File: src/rtl/irq_mask_ctrl.sv
module irq_mask_ctrl #(
  parameter int NSRC      = 32,
  parameter int AW        = 16,
  parameter int GRP_LSB   = 11,
  parameter int GROUP     = 9,
  parameter int EN_IDX    = 0,
  parameter int PEND_IDX  = 2
) (
  input  logic            clk,
  input  logic            rst_n,
  input  logic [NSRC-1:0] src_i,
  input  logic            acc_en,
  input  logic            acc_we,
  input  logic [AW-1:0]   acc_addr,
  input  logic [NSRC-1:0] acc_wdata,
  output logic [NSRC-1:0] acc_rdata,
  output logic            irq_o
);

  localparam logic [AW-1:0] EN_ADDR   = AW'((GROUP << GRP_LSB) | EN_IDX);
  localparam logic [AW-1:0] PEND_ADDR = AW'((GROUP << GRP_LSB) | PEND_IDX);

  logic [NSRC-1:0] mask_q, stat_q, mask_d, stat_d;
  logic            wr, rd, hit_en, hit_pend;

  assign wr       = acc_en & acc_we;
  assign rd       = acc_en & ~acc_we;
  assign hit_en   = acc_addr == EN_ADDR;
  assign hit_pend = acc_addr == PEND_ADDR;

  assign mask_d = (wr && hit_en) ? acc_wdata : mask_q;
  assign stat_d = ((wr && hit_pend) ? (stat_q & ~acc_wdata) : stat_q) | src_i;

  always_ff @(posedge clk or negedge rst_n) begin
    if (!rst_n) begin
      mask_q <= '0;
      stat_q <= '0;
      irq_o  <= 1'b0;
    end else begin
      mask_q <= mask_d;
      stat_q <= stat_d;
      irq_o  <= |(mask_d & stat_d);
    end
  end

  always_comb begin
    acc_rdata = '0;
    if (rd && hit_en)   acc_rdata = mask_q;
    if (rd && hit_pend) acc_rdata = stat_q;
  end

endmodule


File: config.mk
export PLATFORM = sky130hd
export DESIGN_NAME = irq_mask_ctrl
export DESIGN_NICKNAME = d
export VERILOG_FILES = /design/src/rtl/irq_mask_ctrl.sv
export SDC_FILE = /design/constraint.sdc
export NUM_CORES = 1
export LEC_CHECK = 0
export ABC_AREA = 1
export BUFFER_PORTS_ARGS = -buffer_cell sky130_fd_sc_hd__buf_2
export CAP_MARGIN = 20
export CORE_MARGIN = 1.5
export CORE_UTILIZATION = 51
export CTS_CLUSTER_SIZE = 10
export DETAILED_ROUTE_END_ITERATION = 16
export PLACE_DENSITY = 0.84
export SLEW_MARGIN = 20
export SYNTH_ARGS = -nofsm -noshare
export SYNTH_HDL_FRONTEND = slang
export SYNTH_SLANG_ARGS = --single-unit
File: constraint.sdc
create_clock -name clk -period 1.6 [get_ports clk]
set_input_delay 0.16 -clock clk [delete_from_list [all_inputs] [get_ports clk]]
set_output_delay 0.16 -clock clk [all_outputs]
set_load 0.05 [all_outputs]
Word level (Yosys, flattened, before mapping)
Index checks and enable logic that the tools add are counted.
- bits in registers: 65
- latch bits: 0
- bits in writable memories: 0
- ROM bits: 0
- bits of input ports: 84
- output and inout bits: 33
- word-level logic and storage cells: 21
- memories: 0
- add/sub/neg operators: 0
- multipliers: 0
- div/mod/pow operators: 0
- order comparisons: 0
- equality and inequality tests: 2
- shift-type cells: 0
- muxes and demuxes: 4
- bitwise logic cells: 7
- reduce and logical (&&, ||, !) cells: 5
- operators with widths (kind ; number):
    2-to-1 mux 32 bit ; 4
    AND 32 bit ; 2
    equality test 16 x 15 -> 1 bit (second input constant) ; 2
    NOT 32 bit ; 1
    bitwise OR 32 bit ; 1
    OR reduction 32 bit ; 1
    logical AND 1 bit ; 4
    AND 1 bit ; 2
    NOT 1 bit ; 1

Depth between registers and ports, before layout
- word-level depth: 6
- depth in mapped cells: 14
- gate-level depth less buffers: 13

Least setup slack after synthesis
No wires, ideal clock.
- kind: input port to output port
- from: input acc_addr[13]
- to: output acc_rdata[10]
- arrival time: 1915 ps
- required time: 1440 ps
- setup slack: -475 ps
- stages: 7
- buffers on the path: 2
- cells stage by stage: nor2_1 nand3_1 nor2_4 buf_2 nand3_1 clkbuf_1 o22ai_1
- longest elaborated chain between the ends: 4
- elaborated cells on any way between the ends: 6
- those cells by class: eq/ne: 2; mux: 2; reduce/logical: 2
- ends and longest elaborated chain (item ; line ; RTL):
    start: declaration ; 14 ; input logic [AW-1:0] acc_addr,
    equality test 16 x 15 -> 1 bit ; 28 ; assign hit_en = acc_addr == EN_ADDR;
    logical AND 1 bit ; 48 ; if (rd && hit_en) acc_rdata = mask_q;
    2-to-1 mux 32 bit ; 48 ;
    2-to-1 mux 32 bit (*) ; 49 ; if (rd && hit_pend) acc_rdata = stat_q;
    end: declaration ; 16 ; output logic [NSRC-1:0] acc_rdata,
Mark *: on every way between the ends. The rest lies on a longest branch, timed or not.

Worst setup path after layout
- from: input acc_addr[5]
- to: register irq_o
- elaborated cells on any way between the ends: 9
- those cells by class: eq/ne: 2; mux: 2; bitwise: 2; reduce/logical: 3
- RTL lines (item ; line ; RTL):
    equality test 16 x 15 -> 1 bit ; 28 ;
    logical AND 1 bit ; 31 ; assign mask_d = (wr && hit_en) ? acc_wdata : mask_q;
    2-to-1 mux 32 bit ; 31 ;
    named net mask_d[21] ; 23 ; logic [NSRC-1:0] mask_q, stat_q, mask_d, stat_d;
    AND 32 bit ; 42 ; irq_o <= |(mask_d & stat_d);
    OR reduction 32 bit ; 42 ;
    end signal: assignment ; 42 ;
    end: declaration ; 17 ; output logic irq_o
The timed path passes the listed nets, and every way through them passes these cells.

==> results.py <==
metrics = {
    "outcome": {
        "status": "complete, but fails checks",
        "failed_checks": "negative setup slack",
    },
    "timing": {
        "worst_slack_ns": -0.224,
        "fin_worst_skew_ns": 0.0133,
        "fmax_mhz": 548,
        "worstMarginPinSlew_ns": 0.366,
        "hold_viol_final": 0,
        "setup_violations": 33,
        "post-route-period-util_pct": 114,
        "rsz0062_at_grt": "true",
        "period_needed_ns": 1.82,
        "hold_ws_ns": 0.0285,
        "maxSlewViolCount": 0,
        "relSlewSlack_pct": 75.6,
    },
    "clock_network": {
        "clk_latency_ns": 0.36,
        "ctsHtreeMaxLevel": 3,
        "cts_buffers": 9,
        "cts_root_buffer": "clkbuf_8",
        "clk_pin_slew_worst_paths_ns": 0.07,
        "cts_sinks": 65,
        "clockBufferDepth": 2,
        "cts_tree": "yes",
    },
    "finish": {
        "finish.utilization_pct": 87.0,
        "drive_above_1_share_pct": 37.7,
        "instances_no_fill": 762,
        "syn_to_final_growth_pct": 63.1,
        "num_antenna_cells": 0,
        "nets": 745,
    },
    "synth": {
        "synthSimpleGateAreaFrac_pct": 30.5,
        "synth_flop_cell": "dfrtp_1",
        "synth_top_family_by_area": "simple AND/OR/NAND/NOR gates",
        "syn_area_mm2": 0.00367,
        "synth_edf_count": 0,
        "synth-seq-cells": 65,
        "synth_common_cells": "nand2_1 (121), inv_1 (106), dfrtp_1 (65)",
        "synthMuxAreaShare_pct": 0,
        "synth_area_leaders": "dfrtp_1 (44%), nand2_1 (12%), inv_1 (11%)",
        "synth_compound_area_share_pct": 10.1,
        "synth-adder-area-share_pct": 0,
        "synth_cell_types": 19,
        "synth_top_area_share_pct": 44.4,
        "yosysMostFrequentCell": "nand2_1",
        "synth_nets": 587,
        "ys_seq_area_share_pct": 44.4,
        "synth-xor-area-share_pct": 0,
        "ys_warn_count": 0,
        "async_flop_share_pct": 100,
        "yosysTopAreaCell": "dfrtp_1",
        "syn_avg_cell_area_um2": 7.29,
        "syn_inst": 503,
    },
    "setup_path": {
        "rr_worst_depth": 10,
        "critical_path_buf_inv_count": 4,
        "critPathKind": "input pin to register",
        "worstPathRequired_ns": 1.84,
        "path_cells": "buf_2, nor2_2, nand2_2, nor2_2, buf_6, buf_4, nand3_2, clkbuf_16, nand2_1, o21ai_1, nand2_1, nand2_1, nor2_2, nand2_1, nor2_1, nand2_1",
        "end_kind": "register",
        "cp_common_cell": "nand2_1",
        "critPathTopFamily": "simple AND/OR/NAND/NOR gates",
        "r2r-end": "irq_o",
        "path_max_fanout": 4,
        "slowest_delay_ns": 0.24,
        "crit_slowest_cell": "clkbuf_16",
        "worstPathArrival_ns": 2.07,
        "start_kind": "input pin",
        "r2r_slack_ns": 0.10,
        "r2r-start": "stat_q[11]",
    },
    "die": {
        "die-width_um": 87.8,
        "floorplan.initialDensity_pct": 53.4,
        "die_y_um": 87.8,
        "boundaryPins": 117,
        "dieArea_mm2": 0.00771,
        "core_mm2": 0.00687,
        "rows": 30,
    },
    "pwr": {
        "static-leakage-power_nw": 3.08,
        "ir_drop_mv": 0.435,
        "powerDensity_mw_per_mm2": 576,
    },
    "global_route": {
        "grt_usage_pct": 32.7,
        "grt_pass1_wl_um": 19200,
        "gr-total-overflow": 0,
        "grt_pass1_vias": 4165,
        "grt_max_degree": 66,
        "antenna_found_initial": 0,
    },
    "placed_design": {
        "hpwl_um": 7820,
        "place_congestion": 0.806,
        "placement.io_buffers": 116,
        "post-place-cells": 722,
    },
    "job": {
        "drv_cap": 0,
    },
    "detailed_routing": {
        "remaining_drc_errors": 0,
        "drt-total-wl_um": 15200,
        "wl_per_cell_um": 20.0,
        "drt_pre_antenna_iters": 7,
        "detail-route-antenna-nets": 0,
        "drtIter0Drc": 455,
        "avgViaCountPerCell": 5.96,
        "vias": 4544,
    },
    "worst_hold_path": {
        "hold_class": "input pin to register",
        "hold_path_end": "stat_q[29]",
        "hp-start": "src_i[29]",
        "hold_path_depth": 2,
    },
}
-- cell usage in the layout (no fill, tap or decap) --
cell and n:
o22ai_2 1, dfrtp_1 65, buf_4 26, clkbuf_8 12
nand4_1 31, buf_2 81, nand3_1 6, nor2_4 4
nand3b_1 25, clkbuf_16 9, clkbuf_1 2, bufinv_16 1
nand3_4 3, o21ai_2 8, bufbuf_16 1, nor2_1 39
nand3_2 4, buf_16 1, o22ai_4 31, o21ai_1 25
buf_6 40, clkinv_1 1, buf_12 11, nor2_2 9
inv_2 1, nand2_2 7, inv_1 106, clkinv_2 1
nand2_1 114, dlygate4sd3_1 1
-- stage by stage --
step                total power, W  worst slack, ns  area, um2  setup TNS [ns]
floorplan                  0.00174           -0.190       4180          -0.871
global placement           0.00191           -0.218       4990           -4.41
detailed placement         0.00192           -0.268       4990           -4.75
CTS                        0.00338          -0.0145       5560         -0.0247
global route               0.00352           -0.246       5980           -5.76
finish                     0.00344           -0.224       5980           -3.45
-- kinds of logic (layout without fill, tap and decap cells) --
kind of cell / Yosys count / after routing
buffers and inverters: 132 / 294
and+or+nand+nor: 241 / 242
AOI/OAI and AO/OA: 65 / 65
DFF: 65 / 65
-- registers in the layout, summed over array words and instances, names as in the netlist --
signal	cells
irq_o	1
mask_q	32
stat_q	32
-- per-layer routing --
layer	GRT usage (%)	vias up	wire, um
met5	0	-	0
met4	14.7	0	1010
met3	6.13	107	1450
met2	55.9	387	7580
met1	40.0	2137	5190
li1	-	1913	-
-- cell type report --
cell class	instances	area, um2
Multi-Input combinational cell	307	2050
Sequential cell	65	1630
Timing Repair Buffer	170	1570
Fill cell	308	891
Inverter	108	405
Clock buffer	14	173
Tap cell	96	120
Clock inverter	2	35.0
-- where the power goes --
group	internal, W	switching, W	total [W]
combinational	0.000124	0.000164	0.000288
clock	0.000847	0.000665	0.00151
sequential	0.00164	0.000000102	0.00164
-- how the worst max path moves through the flow --
| stage | from | end | slack (ns) | cells after the start |
|---|---|---|---|---|
| 2_1_floorplan | acc_addr[9] | acc_rdata[0] | -0.19 | 6 |
| 3_3_place_gp | acc_addr[9] | irq_o | -0.22 | 14 |
| 3_5_place_dp | acc_addr[9] | irq_o | -0.27 | 14 |
| 4_1_cts | acc_addr[13] | irq_o | -0.01 | 16 |
| 5_1_grt | acc_addr[5] | irq_o | -0.25 | 16 |
| 6_report | acc_addr[5] | irq_o | -0.22 | 16 |
-- repair_timing --
action,in CTS,in global routing
buffers inserted,7,4
gates cloned,2,10
hold buffers,1,0
setup endpoints to repair,32,33
hold endpoints to repair,65,0
resized for setup,72,40
pin swaps,2,26
-- worst reg2reg max path, cell delays in order (launching register included) --
cell and delay, ns:
dfrtp_1 0.41, inv_1 0.13, nor2_1 0.07, nand4_1 0.09, nand3b_1 0.13, nand2_1 0.10, nand2_1 0.06, nor2_1 0.13
nand2_1 0.09, nor2_1 0.11, nand2_1 0.06
No activity file was read; power rests on OpenSTA's default activity.
